--- src/rtl/tcyc_pkg.sv ---
package tcyc_pkg;

    localparam int ADDR_W = 8;
    localparam int DATA_W = 16;
    localparam int OPC_W  = 4;
    localparam int WORD_W = OPC_W + 3 * ADDR_W;

    typedef enum logic [OPC_W-1:0] {
        OP_ADD  = 4'd0,
        OP_SUB  = 4'd1,
        OP_AND  = 4'd2,
        OP_OR   = 4'd3,
        OP_BR   = 4'd4,
        OP_BRN  = 4'd5,
        OP_BRZ  = 4'd6,
        OP_HALT = 4'd7
    } opcode_e;

    typedef struct packed {
        opcode_e           op;
        logic [ADDR_W-1:0] src_a;
        logic [ADDR_W-1:0] src_b;
        logic [ADDR_W-1:0] dst_c;
    } instr_t;

    typedef struct packed {
        logic neg;
        logic zero;
    } flags_t;

    typedef enum logic [2:0] {
        S_FETCH,
        S_LOAD,
        S_DECODE,
        S_RDA,
        S_RDB,
        S_EXEC,
        S_WRITE,
        S_STOP
    } state_e;

    function automatic logic is_jump(opcode_e op);
        return (op == OP_BR) || (op == OP_BRN) || (op == OP_BRZ);
    endfunction

    function automatic logic is_stop(opcode_e op);
        return logic'(op >= OP_HALT);
    endfunction

endpackage

--- src/rtl/tcyc_alu.sv ---
module tcyc_alu
    import tcyc_pkg::*;
(
    input  opcode_e           op,
    input  logic [DATA_W-1:0] a,
    input  logic [DATA_W-1:0] b,
    output logic [DATA_W-1:0] y,
    output flags_t            f
);
    always_comb begin
        unique case (op)
            OP_ADD:  y = a + b;
            OP_SUB:  y = a - b;
            OP_AND:  y = a & b;
            OP_OR:   y = a | b;
            default: y = '0;
        endcase
        f.neg  = y[DATA_W-1];
        f.zero = (y == '0);
    end
endmodule

--- src/rtl/tcyc_jump.sv ---
module tcyc_jump
    import tcyc_pkg::*;
(
    input  opcode_e op,
    input  flags_t  flags,
    output logic    take
);
    always_comb begin
        unique case (op)
            OP_BR:   take = 1'b1;
            OP_BRN:  take = flags.neg;
            OP_BRZ:  take = flags.zero;
            default: take = 1'b0;
        endcase
    end
endmodule

--- src/rtl/tcyc_core.sv ---
module tcyc_core
    import tcyc_pkg::*;
(
    input  logic              clk,
    input  logic              rst,
    output logic [ADDR_W-1:0] mem_addr,
    output logic              mem_we,
    output logic [WORD_W-1:0] mem_wdata,
    input  logic [WORD_W-1:0] mem_rdata,
    output logic              halted
);
    state_e            state;
    logic [ADDR_W-1:0] pc;
    instr_t            ir;
    logic [DATA_W-1:0] opa, opb, res;
    flags_t            aflags, mflags;

    logic [DATA_W-1:0] alu_y;
    flags_t            alu_f;
    logic              take;

    tcyc_alu u_alu (.op(ir.op), .a(opa), .b(opb), .y(alu_y), .f(alu_f));
    tcyc_jump u_jump (.op(ir.op), .flags(mflags), .take(take));

    // Address steering: each read is issued one state before its data is captured.
    always_comb begin
        unique case (state)
            S_DECODE: mem_addr = ir.src_a;
            S_RDA:    mem_addr = ir.src_b;
            S_WRITE:  mem_addr = ir.dst_c;
            default:  mem_addr = pc;
        endcase
        mem_we    = (state == S_WRITE);
        mem_wdata = {{(WORD_W-DATA_W){1'b0}}, res};
    end

    always_ff @(posedge clk) begin
        if (rst) begin
            state  <= S_FETCH;
            pc     <= '0;
            ir     <= '0;
            opa    <= '0;
            opb    <= '0;
            res    <= '0;
            aflags <= '0;
            mflags <= '0;
            halted <= 1'b0;
        end else begin
            unique case (state)
                S_FETCH: state <= S_LOAD;
                S_LOAD: begin
                    ir    <= instr_t'(mem_rdata);
                    state <= S_DECODE;
                end
                S_DECODE: begin
                    if (is_stop(ir.op)) begin
                        halted <= 1'b1;
                        state  <= S_STOP;
                    end else if (is_jump(ir.op)) begin
                        pc    <= take ? pc + ir.dst_c : pc + 1'b1;
                        state <= S_FETCH;
                    end else begin
                        state <= S_RDA;
                    end
                end
                S_RDA: begin
                    opa   <= mem_rdata[DATA_W-1:0];
                    state <= S_RDB;
                end
                S_RDB: begin
                    opb   <= mem_rdata[DATA_W-1:0];
                    state <= S_EXEC;
                end
                S_EXEC: begin
                    res    <= alu_y;
                    aflags <= alu_f;
                    state  <= S_WRITE;
                end
                S_WRITE: begin
                    mflags <= aflags;
                    pc     <= pc + 1'b1;
                    state  <= S_FETCH;
                end
                default: state <= S_STOP;
            endcase
        end
    end

    assert_fetch_at_pc_R2: assert property (@(posedge clk) disable iff (rst)
        (state == S_FETCH) |-> (mem_addr == pc && !mem_we));

    assert_seq_step_R7: assert property (@(posedge clk) disable iff (rst)
        (state == S_WRITE) |=> (pc == $past(pc) + 1'b1));

    assert_jump_offset_R8: assert property (@(posedge clk) disable iff (rst)
        (state == S_DECODE && ir.op == OP_BR) |=> (pc == $past(pc) + $past(ir.dst_c)));

    assert_flags_hold_R10: assert property (@(posedge clk) disable iff (rst)
        (state != S_WRITE) |=> $stable(mflags));

    assert_halt_sticky_R11: assert property (@(posedge clk) disable iff (rst)
        halted |=> (halted && !mem_we));

endmodule

--- config.mk ---
export PLATFORM = sky130hd
export DESIGN_NAME = tcyc_core
export DESIGN_NICKNAME = d
export VERILOG_FILES = /design/src/rtl/tcyc_pkg.sv /design/src/rtl/tcyc_alu.sv /design/src/rtl/tcyc_jump.sv /design/src/rtl/tcyc_core.sv
export SDC_FILE = /design/constraint.sdc
export NUM_CORES = 1
export LEC_CHECK = 0
export CAP_MARGIN = 20
export CORE_UTILIZATION = 50
export DETAILED_ROUTE_END_ITERATION = 6
export PLACE_DENSITY = 0.79
export SYNTH_ARGS = -nofsm -noshare
export SYNTH_HDL_FRONTEND = slang
export SYNTH_HIERARCHICAL = 1
export SYNTH_SLANG_ARGS = --single-unit
export TNS_END_PERCENT = 30
--- constraint.sdc ---
create_clock -name clk -period 4.4 [get_ports clk]
set_input_delay 0.44 -clock clk [delete_from_list [all_inputs] [get_ports clk]]
set_output_delay 0.44 -clock clk [all_outputs]
set_load 0.02 [all_outputs]
### Word-level counts from Yosys, hierarchy flattened

Index checks and enable logic that the tools add are counted.

* register bits: 92
* output and inout bits: 38
* input port bits: 30

* bitwise operators: 2
* add/sub/neg operators: 4
* multiplexer cells: 10
* magnitude comparators: 1
* equal/unequal tests: 14
* reduce and logical (&&, ||, !) cells: 8

Operators by type and width (number)
* case mux 16 bit (4 select lines): 1
* 2-to-1 mux 8 bit: 3
* case mux 8 bit (3 select lines): 1
* case mux 3 bit (7 select lines): 1
* adder 16 bit: 1
* bitwise AND 16 bit: 1
* logical NOT 16 bit: 1
* OR 16 bit: 1
* case mux 8 bit (2 select lines): 1
* subtractor 16 bit: 1
* == test 4 x 3 -> 1 bit, second input constant: 3
* == test 3 bit, second input constant: 3
* adder 8 x 1 -> 8 bit, second input constant: 1
* adder 8 bit: 1
* == test 4 x 2 -> 1 bit, second input constant: 2
* == test 3 x 2 -> 1 bit, second input constant: 2
* == test 4 x 1 -> 1 bit, second input constant: 1
* greater-or-equal comparator 4 x 3 -> 1 bit, second input constant: 1
* logical NOT 4 bit: 1
* inequality test 2 bit, second input constant: 2
* == test 3 x 1 -> 1 bit, second input constant: 1
* logical NOT 3 bit: 1
* 2-to-1 mux 3 bit: 1
* case mux 1 bit (3 select lines): 1
* 5 further kinds: 6

### Depth between registers and ports, before layout

* depth after elaboration: 6
* gate-level depth with buffers: 18
* depth with buffers taken out: 17

### Cells and area by module

The synthesis kept the hierarchy.

By module, submodules not included
* tcyc_core: times used 1, area an instance 4092.7 µm², cells each 530
* tcyc_alu: times used 1, area an instance 1615.3 µm², cells each 231
* tcyc_jump: times used 1, area an instance 32.5 µm², cells each 4

### Worst setup path before layout

OpenSTA, ideal clock, no wires.

* path type: reg2reg
* from: reg ir[25] (netlist bit)
* to: reg aflags[0] (netlist bit)
* setup slack: 0.919 ns
* buffers on the path: 3
* arrival: 3.411 ns
* period minus slack after synthesis: 3.481 ns
* cell stages (with the launch flop): 19
* library setup time: 0.070 ns
* required time: 4.330 ns
* cell sequence: dfxtp_1 -> clkbuf_1 -> inv_2 -> and3_2 -> clkbuf_2 -> clkbuf_1 -> nor2_1 -> xnor2_1 -> ha_1 -> and3_1 -> a211oi_2 -> a21oi_2 -> o41ai_2 -> xor2_1 -> o21ai_1 -> o31a_1 -> nor4b_4 -> nand2_1 -> a21oi_1

RTL lines
* from (decl): line tcyc_core.sv:14 `instr_t ir;`
* from (signal assigned): line tcyc_core.sv:52 `ir <= instr_t'(mem_rdata);`
* to (signal assigned): line tcyc_core.sv:76 `aflags <= alu_f;`
* to (decl): line tcyc_core.sv:16 `flags_t aflags, mflags;`

==> flow_metrics.tcl <==
set metrics [dict create \
    core_area_um2 11000 \
    outcome "finished clean" \
    final_cell_mix "nand2_1 (188), a21oi_1 (121), dfxtp_1 (92), clkdlybuf4s50_1 (54), nor2_1 (38)" \
    share_comb_of_total_power_pct 30.2 \
    dp_hpwl_um 11100 \
    antenna_found_initial 0 \
    power_density_nw_per_um2 381 \
    grt_overflow 0 \
    endpoint_kind "flop" \
    clk_pin_slew_ns 0.07 \
    port_buffers 55 \
    hp-class "in2reg" \
    leakage_nw 2.38 \
    syn2layout_area_growth_pct 14.3 \
    post-place-ws_ns 0.244 \
    fp-row-count 38 \
    wl_per_cell_um 16.3 \
    cts_tree "built" \
    max_stage_delay_ns 0.47 \
    drtIter0Drc 378 \
    die_area_um2 11900 \
    yosysSeqAreaShare_pct 32.1 \
    tightestPinTransition_ns 1.07 \
    crit_arrival_ns 4.25 \
    critPathSlowestCell "nor2_2" \
    syn_area_per_cell_um2 7.50 \
    period_share_pct 90.2 \
    switching_share_pct 33.6 \
    ir_worst_vdd_v 0.000230 \
    syn_inst 765 \
    fin_util_pct 59.5 \
    clock_path_buffers 2 \
    dieHeight_um 109 \
    antenna_left 0 \
    antennaDiodeCount 0 \
    via_per_inst 5.82 \
    yosys_most_used_dff "dfxtp_1" \
    synthArstFlopShare_pct 0 \
    mostFrequentLayoutCell "nand2_1" \
    cts.sinks 92 \
    fin_tns_setup_ns 0 \
    required_ns 4.68 \
    finalWorstSetupSlack_ns 0.430 \
    die_x_um 109 \
    io_pins 68 \
    clockRootBuffer "clkbuf_16" \
    muxShareOfSynthArea_pct 2.29 \
    path_class "reg2reg" \
    finalMaxSlewViolations 0 \
    p_total_mw 2.50 \
    crit_path_frequent_cell "a21oi_1" \
    seqPwrFrac_pct 36.3 \
    synthesis.area_um2 5740 \
    fin_crit_ns 3.97 \
    fmax_mhz 252 \
    finalNetCount 847 \
    vias 5436 \
    grtUsageTotal_pct 26.8 \
    synth_warnings 6 \
    cts_setup_buffers 0 \
    htreeDepth 3 \
    ys_ff_latch 92 \
    drive_gt1_share_pct 6.93 \
    cp-start-kind "flop" \
    rsz0062_at_grt "no" \
    finalWirelength_um 15200 \
    synth_edf_count 0 \
    hold_viol_final 0 \
    setup_viol_count_final 0 \
    grt_pass1_vias 5041 \
    synth_top_family_by_area "simple AND/OR/NAND/NOR gates" \
    path_delay_family "simple AND/OR/NAND/NOR gates" \
    slew_headroom_pct 28.7 \
    yosys.area_share.adder_pct 8.11 \
    intPower_mw 1.66 \
    power.net_switching_uw 840 \
    cp_num_buf_inv 1 \
    synth_compound_area_share_pct 22.0 \
    synthXorXnorAreaFrac_pct 3.79 \
    path_cells "nor2_2 -> and3_2 -> buf_4 -> nor2_1 -> xnor2_1 -> ha_1 -> and3_1 -> a211oi_2 -> a21oi_2 -> o32ai_1 -> xor2_1 -> a21oi_1 -> nand4b_1 -> nor4b_4 -> nand2_1 -> a21oi_1" \
    grt_pass1_wl_um 24600 \
    gp_congestion 0.882 \
    pwr-share-clk_pct 33.5 \
    drv_cap 0 \
    cp_max_fo 14 \
    yosys.area_share.simple_pct 25.5 \
    initial_core_util_pct 52.0 \
    drc 0 \
    cts_made_buffers 9 \
    grt_max_degree 94 \
    skew_ns 0.00875 \
    dr.pass1.iters 5 \
    synth_cell_types 80 \
    clk_latency_ns 0.36 \
]
==> cell type report <==
class	count	area, um^2
sequential	92	1840
inverter	16	60.1
fill	1034	4470
timing repair buffer	59	576
clock inverter	6	81.3
multi-input combinational	611	3590
clock buffer	10	239
tap	140	175
==> metrics by stage <==
step	cells	hold slack, ns	cell area (um^2)
2_1_floorplan	776	0.432	5780
3_3_place_gp	918	0.440	6240
3_5_place_dp	918	0.446	6240
4_1_cts	934	0.392	6560
5_1_grt	934	0.415	6560
6_report	934	0.402	6560
==> path summary, 6_finish.rpt <==
| path | start | to | slack [ns] | cells past startpoint |
|---|---|---|---|---|
| worst max register to register | ir[27] | aflags[0] | 0.43 | 16 |
| worst max-delay path | ir[27] | aflags[0] | 0.43 | 16 |
| worst min register to register | aflags[1] | mflags[1] | 0.45 | 2 |
| worst min-delay path | rst | pc[5] | 0.40 | 3 |
==> registers in the layout (all words and copies together) (netlist names) <==
signal,flops
aflags,2
halted,1
ir,28
mflags,2
opa,16
opb,16
pc,8
res,16
state,3
==> power groups by stage <==
stage	Sequential, mW	Clock, mW	Combinational [mW]
finish	0.907	0.836	0.755
detailed placement	0.925	0	0.739
floorplan	0.908	0	0.598
CTS	0.906	0.844	0.745
global placement	0.923	0	0.736
global route	0.912	0.879	0.833
==> worst register-to-register path: stages, from the launching register on <==
cell and delay (ns):
dfxtp_1 0.38, nor2_2 0.47, and3_2 0.29, buf_4 0.20
nor2_1 0.08, xnor2_1 0.13, ha_1 0.36, and3_1 0.22
a211oi_2 0.21, a21oi_2 0.13, o32ai_1 0.37, xor2_1 0.18
a21oi_1 0.11, nand4b_1 0.28, nor4b_4 0.28, nand2_1 0.07
a21oi_1 0.14
==> metal layers <==
metal  share of wire [%]  track usage [%]
met5                   0                0
met4                 3.4             12.5
met3                 5.3             4.06
met2                  49             45.7
met1                  43             33.1
==> kinds of logic (layout without fill, tap and decap cells) <==
group / count (synthesis) / count (layout)
flops: 92 / 92
simple gates: 311 / 311
other cells: 1 / 12
fa+ha+maj: 38 / 38
compound gates: 214 / 214
mux: 12 / 12
xor+xnor: 24 / 24
buf+inv: 73 / 91
==> Yosys cell counts (5+ instances only) <==
| library cell | instances | area share, % |
|---|---|---|
| nand2_1 | 188 | 12 |
| a21oi_1 | 121 | 11 |
| dfxtp_1 | 92 | 32 |
| nor2_1 | 39 | 2.6 |
| clkbuf_1 | 26 | 1.7 |
| ha_1 | 26 | 5.7 |
| xnor2_1 | 19 | 2.9 |
| o21ai_0 | 18 | 1.6 |
| buf_4 | 14 | 1.8 |
| inv_1 | 13 | 0.85 |
| o22ai_1 | 11 | 1.2 |
| maj3_1 | 10 | 1.7 |
| nand3_1 | 10 | 0.87 |
| nor3_1 | 9 | 0.78 |
| o21ai_1 | 9 | 0.78 |
| mux2_2 | 8 | 1.6 |
| nor2b_1 | 8 | 0.87 |
| a31oi_1 | 7 | 0.76 |
| and3_1 | 7 | 0.76 |
| buf_1 | 7 | 0.46 |
| buf_2 | 7 | 0.61 |
| nand2b_1 | 6 | 0.65 |
| o21a_1 | 6 | 0.78 |
| a211oi_1 | 5 | 0.65 |
| and2_1 | 5 | 0.54 |
==> what timing repair did <==
item                                    in CTS  in global routing
endpoints found under the setup margin       0                  1
hold buffers                                 0                  0
hold endpoints to repair                     0                  0
resized for setup                            0                  1
Power figures use the tool's default switching activity.
